===== config.mk =====
export PLATFORM = sky130hd
export DESIGN_NAME = sbr_alarm_top
export DESIGN_NICKNAME = d
export VERILOG_FILES = /design/src/rtl/sbr_pkg.sv /design/src/rtl/sbr_sec_timer.sv /design/src/rtl/sbr_ctrl_fsm.sv /design/src/rtl/sbr_alarm_top.sv
export SDC_FILE = /design/constraint.sdc
export NUM_CORES = 1
export LEC_CHECK = 0
export BUFFER_PORTS_ARGS = -buffer_cell sky130_fd_sc_hd__buf_2
export CAP_MARGIN = 25
export CORE_AREA = 2 2 39 41
export DETAILED_ROUTE_END_ITERATION = 8
export DIE_AREA = 0 0 41 43
export HOLD_SLACK_MARGIN = 0.02
export PLACE_DENSITY = 0.5
export REMOVE_ABC_BUFFERS = 1
export SLEW_MARGIN = 40
export SYNTH_ARGS = -nofsm -noshare
export SYNTH_HDL_FRONTEND = slang
export SYNTH_SLANG_ARGS = --single-unit

===== constraint.sdc =====
create_clock -name clk -period 2.7 [get_ports clk]
set_input_delay 0.54 -clock clk [delete_from_list [all_inputs] [get_ports clk]]
set_output_delay 0.54 -clock clk [all_outputs]
set_load 0.05 [all_outputs]

===== src/rtl/sbr_pkg.sv =====
package sbr_pkg;

    typedef enum logic [1:0] {
        ST_IDLE  = 2'd0,
        ST_GRACE = 2'd1,
        ST_SOUND = 2'd2
    } sbr_state_e;

    typedef struct packed {
        logic ign_on;
        logic ign_off;
        logic belt_lock;
    } sbr_evt_t;

    function automatic logic sbr_cancel(input sbr_evt_t e);
        return e.ign_off | e.belt_lock;
    endfunction

    function automatic int unsigned sbr_cnt_width(input int unsigned limit);
        return (limit < 2) ? 1 : $clog2(limit + 1);
    endfunction

endpackage


===== src/rtl/sbr_sec_timer.sv =====
module sbr_sec_timer
    import sbr_pkg::*;
#(
    parameter int unsigned WARN_SECS  = 5,
    parameter int unsigned LIMIT_SECS = 10
) (
    input  logic clk,
    input  logic rst,
    input  logic start_i,
    input  logic tick_i,
    output logic warn_end_o,
    output logic limit_end_o
);
    localparam int unsigned CNT_W = sbr_cnt_width(LIMIT_SECS);
    localparam logic [CNT_W-1:0] WARN_LAST  = CNT_W'(WARN_SECS - 1);
    localparam logic [CNT_W-1:0] LIMIT_LAST = CNT_W'(LIMIT_SECS - 1);

    logic             run_q;
    logic [CNT_W-1:0] cnt_q;
    logic             advance;

    // A start strobe has priority over a tick in the same cycle.
    assign advance     = run_q & tick_i & ~start_i;
    assign warn_end_o  = advance & (cnt_q == WARN_LAST);
    assign limit_end_o = advance & (cnt_q == LIMIT_LAST);

    always_ff @(posedge clk) begin
        if (rst) begin
            run_q <= 1'b0;
            cnt_q <= '0;
        end else if (start_i) begin
            run_q <= 1'b1;
            cnt_q <= '0;
        end else if (advance) begin
            if (cnt_q == LIMIT_LAST) begin
                run_q <= 1'b0;
                cnt_q <= '0;
            end else begin
                cnt_q <= cnt_q + 1'b1;
            end
        end
    end

    // a start always leaves the timer running from zero
    assert_restart_clears_R7: assert property (@(posedge clk) disable iff (rst)
        start_i |=> (run_q && cnt_q == '0));

    // the count holds on cycles with no tick and no start
    assert_hold_without_tick_R6: assert property (@(posedge clk) disable iff (rst)
        (!tick_i && !start_i) |=> ($stable(cnt_q) && $stable(run_q)));

    // the limit report retires the timer
    assert_limit_stops_R5: assert property (@(posedge clk) disable iff (rst)
        (limit_end_o && !start_i) |=> !run_q);

endmodule


===== src/rtl/sbr_ctrl_fsm.sv =====
module sbr_ctrl_fsm
    import sbr_pkg::*;
(
    input  logic     clk,
    input  logic     rst,
    input  sbr_evt_t evt_i,
    input  logic     warn_end_i,
    input  logic     limit_end_i,
    output logic     start_o,
    output logic     alarm_on_o,
    output logic     alarm_off_o,
    output logic     alarm_o
);
    sbr_state_e state_q, state_d;
    logic       alarm_q;

    always_comb begin
        state_d     = state_q;
        start_o     = 1'b0;
        alarm_on_o  = 1'b0;
        alarm_off_o = 1'b0;
        unique case (state_q)
            ST_IDLE: begin
                if (evt_i.ign_on) begin
                    start_o = 1'b1;
                    state_d = ST_GRACE;
                end
            end
            ST_GRACE: begin
                if (sbr_cancel(evt_i)) begin
                    state_d = ST_IDLE;
                end else if (warn_end_i) begin
                    alarm_on_o = 1'b1;
                    state_d    = ST_SOUND;
                end
            end
            ST_SOUND: begin
                if (sbr_cancel(evt_i) || limit_end_i) begin
                    alarm_off_o = 1'b1;
                    state_d     = ST_IDLE;
                end
            end
            default: state_d = ST_IDLE;
        endcase
    end

    always_ff @(posedge clk) begin
        if (rst) begin
            state_q <= ST_IDLE;
            alarm_q <= 1'b0;
        end else begin
            state_q <= state_d;
            alarm_q <= (state_d == ST_SOUND);
        end
    end

    assign alarm_o = alarm_q;

    // the start strobe leads into the grace state
    assert_start_enters_grace_R2: assert property (@(posedge clk) disable iff (rst)
        start_o |=> (state_q == ST_GRACE));

    // alarm-on is followed by a high level
    assert_on_raises_level_R4: assert property (@(posedge clk) disable iff (rst)
        alarm_on_o |=> alarm_o);

    // alarm-off is followed by a low level
    assert_off_drops_level_R5: assert property (@(posedge clk) disable iff (rst)
        alarm_off_o |=> !alarm_o);

    // timer reports seen in idle never lead to sounding
    assert_idle_ignores_end_R8: assert property (@(posedge clk) disable iff (rst)
        (state_q == ST_IDLE && (warn_end_i || limit_end_i)) |=> (state_q != ST_SOUND));

    // the level follows the sounding state
    assert_level_tracks_state_R9: assert property (@(posedge clk) disable iff (rst)
        alarm_o == (state_q == ST_SOUND));

endmodule


===== src/rtl/sbr_alarm_top.sv =====
module sbr_alarm_top
    import sbr_pkg::*;
#(
    parameter int unsigned WARN_SECS  = 5,
    parameter int unsigned LIMIT_SECS = 10
) (
    input  logic clk,
    input  logic rst,
    input  logic ign_on_i,
    input  logic ign_off_i,
    input  logic belt_lock_i,
    input  logic sec_tick_i,
    output logic start_timer_o,
    output logic alarm_on_o,
    output logic alarm_off_o,
    output logic alarm_o
);
    sbr_evt_t evt;
    logic     start_w;
    logic     warn_end_w;
    logic     limit_end_w;

    assign evt = '{ign_on: ign_on_i, ign_off: ign_off_i, belt_lock: belt_lock_i};

    sbr_ctrl_fsm u_ctrl (
        .clk         (clk),
        .rst         (rst),
        .evt_i       (evt),
        .warn_end_i  (warn_end_w),
        .limit_end_i (limit_end_w),
        .start_o     (start_w),
        .alarm_on_o  (alarm_on_o),
        .alarm_off_o (alarm_off_o),
        .alarm_o     (alarm_o)
    );

    sbr_sec_timer #(
        .WARN_SECS  (WARN_SECS),
        .LIMIT_SECS (LIMIT_SECS)
    ) u_timer (
        .clk         (clk),
        .rst         (rst),
        .start_i     (start_w),
        .tick_i      (sec_tick_i),
        .warn_end_o  (warn_end_w),
        .limit_end_o (limit_end_w)
    );

    assign start_timer_o = start_w;

    // a rising level is always announced by alarm-on
    assert_level_rise_R9: assert property (@(posedge clk) disable iff (rst)
        $rose(alarm_o) |-> $past(alarm_on_o));

    // no start strobe while the reminder is sounding
    assert_no_start_sounding_R10: assert property (@(posedge clk) disable iff (rst)
        alarm_o |-> !start_timer_o);

    // the two reminder pulses never coincide
    assert_pulses_exclusive_R4: assert property (@(posedge clk) disable iff (rst)
        !(alarm_on_o && alarm_off_o));

endmodule


==> summary.md <==
| Metric | Value |
|---|---|
| Pre-antenna DRT Iters | `4` |
| Commonest non-fill, non-tap cells in the layout | `buf_2, dfxtp_1` |
| Slew Limit Fails | `0` |
| Crit-path max FO | `7` |
| Port buffer count | `9` |
| Non-Filler Instances | `73` |
| Layer with the highest usage | `met2` |
| RSZ-0062 raised after global routing | `false` |
| Post-synth ARST share | `0` |
| Mapped Area | `425.4 sq um` |
| Post-CTS Resized | `0` |
| Max_cap viols | `0` |
| Remaining Overflow, GRT | `0` |
| Util after Layout | `0.3626` |
| Period utilization | `0.7868` |
| Clock sink count | `8` |
| Row cnt | `14` |
| Global-route wire length before repair | `between 1000 and 1500 microns` |
| Worst-case clock buffer depth | `2` |
| Worst hold margin | `roughly 0.52 ns` |
| Final worst slack | `~0.58 ns` |
| Critical path capture point type | `output pin` |
| Core area | `between 0.001 and 0.0015 sq mm` |
| Lkg Pwr | `between 0.15 and 0.2 nW` |
| Post-synth EDFFs | `0` |
| Largest net degree at the start of global routing | `11` |
| Hold path startpoint | `ign_off_i` |
| Clock period minus worst slack | `2.124 ns` |
| Top delay family on crit path | `flip-flops` |
| Critical-path top delay cell | `dfxtp_1` |
| Routed Antenna Nets | `0` |
| Met1 GRT Util | `0.1392` |
| DIE WIDTH | `around 41 microns` |
| CP Cell Sequence | `nand3_1 -> o31ai_1 -> and3_1 -> buf_2` |
| Fin nets | `65` |
| Hold Crit Class | `in2reg` |
| Max-slew headroom | `0.6443` |
| Vias | `387` |
| Max Clock Skew | `around 0.0016 ns` |
| Initial Util | `0.3074` |
| Total CTS buffers | `3` |
| CP Class | `reg2out` |
| Synth Warn # | `0` |
| DR WL/cell | `12.01 microns` |
| Seq/Total Area, Yosys | `0.3765` |
| Final setup fails | `0` |
| Layout area overhead | `17.94%` |
| Overall Global Routing Usage | `0.1157` |
| Worst Path Arrival | `roughly 1.6 ns` |
| Beginning of the critical path | `u_timer.cnt_q[0]` |
| CTS tree | `done` |
| Status | `finished clean` |
| Power Density | `between 400 and 500 mW/mm^2` |
| DRT Wirelength | `between 800 and 900 microns` |
| Setup Buffers After CTS | `0` |
| Setup_tns | `0 ns` |
| Vias in the first global route | `329` |
| Clk_lat worst skew | `0.25 ns` |
| GPL Wtd Cong | `between 0.6 and 0.7` |
| Placed cells | `70` |
| Die H | `between 40 and 50 microns` |
| Die area | `roughly 0.0018 sq mm` |
| FF-to-FF setup slack | `approximately 1.1 ns` |
| Pre-CTS setup slack | `about 0.6 ns` |
| Max Fclk | `roughly 470 MHz` |
| Vias/cell | `~5.3` |
| Top_reg_cell synth | `dfxtp_1` |
| HPWL Detailed | `about 660 microns` |
| Most common cell after layout, fill and taps aside | `buf_2` |
| Worst R2R Start | `u_timer.cnt_q[1]` |
| Htree depth | `1` |
| VDD IR-drop max | `around 0.27 mV` |
| Initial antenna violation count | `0` |
| Peak per-stage delay on the critical path | `0.41 ns` |
| CP Buf/Inv Count | `1` |
| Layout cells sized above 1 | `0.2982` |
| Met2 Track Usage GR | `0.1500` |
| CP required | `between 2 and 2.5 ns` |
| Met3 usage | `0.09424` |
| Antenna diodes | `0` |
| Slew @ Worst Pin | `between 0.5 and 0.6 ns` |
| Root Driver | `clkbuf_4` |
| Synth cell types | `28` |
| Final hold viol count | `0` |
| Synth Instances | `46` |
| Synth Register Bits | `8` |
| Ports | `10` |
| CP Launch Type | `register` |
| CTS hold repair buffers | `0` |
| Clock slew at reported path FFs | `around 0.050 ns` |
| Synthesized area per cell | `approximately 9 sq um` |
| Residual DRC | `0` |
| DRT iter0 DRCs | `5` |
cell usage after synthesis (all sizes together), types with 2 or more instances:
library cell,n,share of area
dfxtp,8,0.38
a21oi,3,0.035
nand2,3,0.026
nor2,3,0.026
a2111oi,2,0.071
inv,2,0.018
o311ai,2,0.041
o31ai,2,0.035
or3,2,0.029
xor2,2,0.041
path summary, 6_finish.rpt:
path / end / depth (start not counted)
worst max-delay path: alarm_off_o / 4
worst min-delay path: u_ctrl.alarm_o / 2
worst max register to register: u_ctrl.state_q[1] / 3
worst min register to register: u_timer.run_q / 2
metal layers:
layer	wire [microns]	share of wire
met4	0	0
met5	0	0
met3	72	0.082
met2	377	0.43
met1	427	0.49
logic make-up (layout without fill, tap and decap cells):
group,after synthesis,after routing,synth area share
flip-flops,8,8,0.3765
AO/OA/AOI/OAI,12,12,0.2353
XOR/XNOR,2,2,0.04118
buffers and inverters,3,14,0.04412
AND/OR/NAND/NOR,21,21,0.3030
per-stage QoR:
| step | cell area [sq um] | power [mW] |
|---|---|---|
| global placement | 479.2 | 0.1508 |
| CTS | 501.7 | 0.2441 |
| global route | 501.7 | 0.2534 |
| detailed placement | 479.2 | 0.1506 |
| floorplan | 414.1 | 0.1404 |
| finish | 501.7 | 0.2391 |
layout make-up:
| type | count | area, sq um |
|---|---|---|
| inverter | 2 | 7.507 |
| tap | 16 | 20.02 |
| timing repair buffer | 9 | 45.04 |
| fill | 156 | 882.1 |
| sequential | 8 | 160.2 |
| multi-input combinational | 35 | 246.5 |
| clock buffer | 3 | 22.52 |
report_power, final:
| part | switching [mW] | total (mW) | internal (mW) |
|---|---|---|---|
| combinational | 0.0148 | 0.0237 | 0.00887 |
| sequential | 0.00335 | 0.124 | 0.121 |
| clock | 0.0401 | 0.0909 | 0.0508 |
registers in the layout, indices dropped and copies added (netlist names):
register,flops
u_timer.cnt_q,4
u_timer.run_q,1
u_ctrl.state_q,2
u_ctrl.alarm_o,1
No activity file was read; power rests on OpenSTA's default activity.
